`config.mk`:
```
export PLATFORM = sky130hd
export DESIGN_NAME = ldfmt_unit
export DESIGN_NICKNAME = d
export VERILOG_FILES = /design/src/rtl/ldfmt_pkg.sv /design/src/rtl/ldfmt_legal.sv /design/src/rtl/ldfmt_extend.sv /design/src/rtl/ldfmt_byterev.sv /design/src/rtl/ldfmt_unit.sv
export SDC_FILE = /design/constraint.sdc
export NUM_CORES = 1
export LEC_CHECK = 0
export ABC_AREA = 1
export BUFFER_PORTS_ARGS = -buffer_cell sky130_fd_sc_hd__buf_2
export CELL_PAD_IN_SITES_DETAIL_PLACEMENT = 0
export CELL_PAD_IN_SITES_GLOBAL_PLACEMENT = 2
export CORE_MARGIN = 2
export CORE_UTILIZATION = 26
export CTS_BUF_LIST = sky130_fd_sc_hd__clkbuf_4
export CTS_CLUSTER_DIAMETER = 200
export DETAILED_ROUTE_END_ITERATION = 7
export PLACE_DENSITY = 0.83
export SLEW_MARGIN = 20
export SYNTH_ARGS = -nofsm -noshare
export SYNTH_HDL_FRONTEND = slang
export SYNTH_SLANG_ARGS = --single-unit
```
`constraint.sdc`:
```
create_clock -name clk -period 2.3 [get_ports clk]
set_clock_uncertainty 0.15 [all_clocks]
set_input_delay 0.345 -clock clk [delete_from_list [all_inputs] [get_ports clk]]
set_output_delay 0.345 -clock clk [all_outputs]
set_load 0.01 [all_outputs]
```
`src/rtl/ldfmt_pkg.sv`:
```
package ldfmt_pkg;

    typedef enum logic [1:0] {
        FMT_ZERO = 2'd0,
        FMT_SIGN = 2'd1,
        FMT_REV  = 2'd2,
        FMT_RSVD = 2'd3
    } fmt_mode_e;

    localparam int BYTE_W = 8;

endpackage

```
`src/rtl/ldfmt_legal.sv`:
```
module ldfmt_legal
    import ldfmt_pkg::*;
#(
    parameter int SZ_W   = 2,
    parameter int MAX_SZ = 3
) (
    input  logic [SZ_W-1:0] size_i,
    input  fmt_mode_e       mode_i,
    output logic            legal_o
);

    logic smallest;
    logic largest;

    always_comb begin
        smallest = (size_i == '0);
        largest  = (int'(size_i) == MAX_SZ);
        unique case (mode_i)
            FMT_ZERO: legal_o = 1'b1;
            FMT_SIGN: legal_o = !smallest && !largest;
            FMT_REV:  legal_o = !smallest;
            default:  legal_o = 1'b0;
        endcase
    end

endmodule

```
`src/rtl/ldfmt_extend.sv`:
```
module ldfmt_extend
    import ldfmt_pkg::*;
#(
    parameter int DATA_W = 64,
    parameter int SZ_W   = 2
) (
    input  logic [DATA_W-1:0] raw_i,
    input  logic [SZ_W-1:0]   size_i,
    input  logic              fill_sign_i,
    output logic [DATA_W-1:0] ext_o
);

    localparam int NBYTES = DATA_W / BYTE_W;
    localparam int NSIZES = $clog2(NBYTES) + 1;

    logic [DATA_W-1:0] keep_mask [NSIZES];
    logic              top_bit   [NSIZES];

    for (genvar s = 0; s < NSIZES; s++) begin : g_size
        localparam int WIDTH = BYTE_W * (1 << s);
        if (WIDTH >= DATA_W) begin : g_full
            assign keep_mask[s] = '1;
        end else begin : g_part
            assign keep_mask[s] = {{(DATA_W-WIDTH){1'b0}}, {WIDTH{1'b1}}};
        end
        assign top_bit[s] = raw_i[WIDTH-1];
    end

    logic [DATA_W-1:0] mask_sel;
    logic              fill_bit;

    always_comb begin
        mask_sel = keep_mask[size_i];
        fill_bit = fill_sign_i && top_bit[size_i];
        ext_o    = (raw_i & mask_sel) | ({DATA_W{fill_bit}} & ~mask_sel);
    end

endmodule

```
`src/rtl/ldfmt_byterev.sv`:
```
module ldfmt_byterev
    import ldfmt_pkg::*;
#(
    parameter int DATA_W = 64,
    parameter int SZ_W   = 2
) (
    input  logic [DATA_W-1:0] raw_i,
    input  logic [SZ_W-1:0]   size_i,
    output logic [DATA_W-1:0] rev_o
);

    localparam int NBYTES = DATA_W / BYTE_W;
    localparam int NSIZES = $clog2(NBYTES) + 1;

    logic [DATA_W-1:0] swapped [NSIZES];

    for (genvar s = 0; s < NSIZES; s++) begin : g_net
        localparam int LANES = 1 << s;
        always_comb begin
            swapped[s] = '0;
            for (int b = 0; b < LANES; b++) begin
                swapped[s][b*BYTE_W +: BYTE_W] = raw_i[(LANES-1-b)*BYTE_W +: BYTE_W];
            end
        end
    end

    assign rev_o = swapped[size_i];

endmodule

```
`src/rtl/ldfmt_unit.sv`:
```
module ldfmt_unit
    import ldfmt_pkg::*;
#(
    parameter int DATA_W  = 64,
    parameter bit OUT_REG = 1'b1,
    parameter int SZ_W    = $clog2($clog2(DATA_W/8) + 1)
) (
    input  logic              clk,
    input  logic              rst_n,
    input  logic              in_valid,
    input  logic [DATA_W-1:0] in_raw,
    input  logic [SZ_W-1:0]   in_size,
    input  logic [1:0]        in_mode,
    output logic              out_valid,
    output logic [DATA_W-1:0] out_result,
    output logic              out_err
);

    localparam int MAX_SZ = $clog2(DATA_W / BYTE_W);

    typedef struct packed {
        logic              vld;
        logic              err;
        logic [DATA_W-1:0] res;
    } fmt_state_t;

    fmt_mode_e         mode;
    logic              legal;
    logic [DATA_W-1:0] ext_val;
    logic [DATA_W-1:0] rev_val;
    fmt_state_t        st_d;
    fmt_state_t        st_q;

    assign mode = fmt_mode_e'(in_mode);

    ldfmt_legal #(.SZ_W(SZ_W), .MAX_SZ(MAX_SZ)) u_legal (
        .size_i  (in_size),
        .mode_i  (mode),
        .legal_o (legal)
    );

    ldfmt_extend #(.DATA_W(DATA_W), .SZ_W(SZ_W)) u_extend (
        .raw_i       (in_raw),
        .size_i      (in_size),
        .fill_sign_i (mode == FMT_SIGN),
        .ext_o       (ext_val)
    );

    ldfmt_byterev #(.DATA_W(DATA_W), .SZ_W(SZ_W)) u_rev (
        .raw_i  (in_raw),
        .size_i (in_size),
        .rev_o  (rev_val)
    );

    always_comb begin
        st_d     = st_q;
        st_d.vld = in_valid;
        st_d.err = 1'b0;
        if (in_valid) begin
            if (!legal) begin
                st_d.err = 1'b1;
                st_d.res = '0;
            end else if (mode == FMT_REV) begin
                st_d.res = rev_val;
            end else begin
                st_d.res = ext_val;
            end
        end
    end

    if (OUT_REG) begin : g_reg
        always_ff @(posedge clk) begin
            if (!rst_n) begin
                st_q <= '0;
            end else begin
                st_q <= st_d;
            end
        end
        assign out_valid  = st_q.vld;
        assign out_err    = st_q.err;
        assign out_result = st_q.res;
    end else begin : g_comb
        assign st_q       = '0;
        assign out_valid  = st_d.vld;
        assign out_err    = st_d.err;
        assign out_result = st_d.res;
    end

endmodule

```
==> key figures <==
Worst setup path
  – Delay-heaviest family, CP: flip-flops
  – Crit-path slowest cell: dfxtp_1
  – Critical path, cell by cell: buf_2
  – Crit end category: output pin
  – CP peak stage delay: 0.45 ns
  – Setup crit start kind: flip-flop
  – Worst EP required: 1.80 ns
  – Worst Path Max Fanout: 2
  – WP data arrival: 1.09 ns
  – Worst Path Buf+Inv: 1
  – Kind of critical path: reg2out

Global route
  – Global-route wire length before repair: 27.9 mm
  – Total grt overflow: 0
  – Tot GR Track Use: 20.7%
  – Vias in the first global route: 4849
  – Antenna violations before repair: 0
  – Largest net degree at the start of global routing: 73

Die
  – Top Ports: 137
  – Cell Rows: 46
  – Die area: 17400 um^2
  – Core footprint: 15900 um^2
  – Chip width: 132 um
  – Die Y: 132 um
  – Initial Utilization: 26.7%

Min path
  – HP Class: in2reg

STA
  – Final Setup Violations: 0
  – Unrepaired setup endpoints after global routing: false
  – Final Max Tran Viols: 0
  – Fin Setup TNS: 0 ns
  – Minimum clock period: 1.59 ns
  – Slew HR: 63.7%
  – Fin. Hold Viols: 0
  – Worst Tran Pin Value: 0.543 ns
  – FMAX: 631 MHz
  – Final Cycle Share: 68.9%

Synthesis
  – EDFF count, synth: 0
  – Seq cells post-synth: 66
  – Yosys cell types: 22
  – Syn Inst Count: 726
  – Syn. warnings: 0
  – Area leader, netlist: dfxtp_1
  – Synth Area per Inst: 5.87 um^2
  – Synth area leaders: dfxtp_1, nand2_1, a21oi_1
  – Synth Flop Type: dfxtp_1
  – Post-synth top cells: nand2_1, a21oi_1, dfxtp_1
  – Syn Nets: 800
  – Share of the synthesized area in the top cell type: 31.0%
  – Count leader, synth: nand2_1
  – Post-synthesis sequential area ratio: 31.0%
  – Post-synth ARST share: 0%
  – Synth Cell Area: 4260 um^2

Drt
  – Routed via count: 5030
  – Per-cell routed wire length: 17.0 um
  – Detailed-route wire length: 18.1 mm
  – Post-route ant nets: 0
  – Drt drc: 0
  – DRT iter0 DRCs: 449
  – Vias per cell: 4.73
  – Drt pass-1 iters: 6

Clock network
  – CTS tree: done
  – Longest Clk Path Bufs: 2
  – Clk sinks: 66
  – Clk Tree Root Cell: clkbuf_4
  – Clock latency on the worst-skew pair: 0.46 ns
  – Inserted Clock Buffers: 9
  – CTS clock-pin slew for the worst setup and hold paths: 0.13 ns
  – Post-CTS setup buffer count: 0
  – Depth of the CTS H-tree: 3

Layout
  – Filler instances: 1915
  – Layout cell share with drive strength beyond 1: 24.6%
  – Layout area overhead: 24.2%
  – Util after Layout: 33.2%
  – Layout Cells excl Fill: 1063
  – Final net count: 916
  – N_diodes: 0

Pwr
  – Leak: 0.00258 uW
  – Pwr/cell area: 539 nW/um^2
  – Power Total: 2850 uW
  – Max VDD drop: 0.000209 V

Placed design
  – GPL Wtd Cong: 0.885
  – Placed instance count: 1046
  – DP HPWL: 13.1 mm
  – Port bufs: 136

Run
  – Max cap viols: 0

Outcome
  – Outcome: completed
layout make-up:
cell class                      instances  area, um^2  area share (%)
Clock buffer                            9        67.6            1.28
Clock inverter                          7        68.8            1.30
Inverter                               37         139            2.62
Multi-Input combinational cell        568        2520            47.5
Sequential cell                        66        1320            24.9
Tap cell                              216         270            5.10
Timing Repair Buffer                  160         913            17.2
cell families after synthesis:
kind of cell,after synthesis,synth area share (%)
adder cells (fa/ha/maj),3,0.880
AO/OA/AOI/OAI,192,23.2
flip-flops,66,31.0
AND/OR/NAND/NOR,373,34.9
buffers and inverters,92,10.0
layout by cell type (no fill, tap or decap):
master         instances
clkinv_4               1
dlygate4sd3_1          1
buf_4                 19
buf_12                 4
o221ai_1               1
nor2_4                 2
a21oi_4                1
clkinv_2               2
ha_1                   3
nor2_1                37
dfxtp_1               66
o21ai_0               33
buf_2                136
o21ai_2                1
nand2_1              295
clkbuf_4               9
clkinv_1               1
a21oi_1              127
o21ai_1               21
inv_1                 27
or2_2                 17
nand3_1               19
bufinv_16              1
nand2_2                3
inv_2                 10
o211ai_1               1
inv_6                  1
o22ai_1                7
clkinvlp_4             1
path summary, 6_finish.rpt:
| check | startpoint | end | slack (ns) | cells past startpoint |
|---|---|---|---|---|
| setup / recovery | out_result[10] | out_result[10] | 0.71 | 1 |
| hold / removal | in_valid | out_valid | 0.05 | 3 |
| setup reg to reg | out_result[10] | out_result[10] | 1.42 | 2 |
| hold reg to reg | out_result[17] | out_result[17] | 0.32 | 2 |
power breakdown:
| part | total, uW | internal [uW] | switching, uW | leakage, uW |
|---|---|---|---|---|
| combinational | 792 | 280 | 512 | 0.00196 |
| sequential | 1240 | 1210 | 35.4 | 0.000539 |
| clock | 821 | 329 | 493 | 0.0000737 |
| total | 2850 | 1810 | 1040 | 0.00257 |
sequential cells by signal, summed over array words and instances, names as in the netlist:
register,flops
out_result,64
out_err,1
out_valid,1
routing by layer:
metal	vias up	share of wire (%)	global-route usage (%)
met2	173	43	30.5
li1	2558	-	-
met4	0	2.9	8.64
met3	29	6.0	4.11
met5	-	0	0
met1	2270	48	29.3
timing repair:
action / CTS / global route
hold buffers: 1 / 0
endpoints found under the hold margin: 1 / 0
resized for setup: 0 / 0
stage by stage:
step	setup slack (ns)	hold slack [ns]	area, um^2
after floorplan	0.115	0.307	4260
after global placement	0.312	0.302	5150
after detailed placement	0.287	0.303	5150
after CTS	0.683	0.0301	5300
after global routing	0.623	0.0305	5300
final	0.714	0.0528	5300
Note: power is estimated with default switching activity, not from simulation.
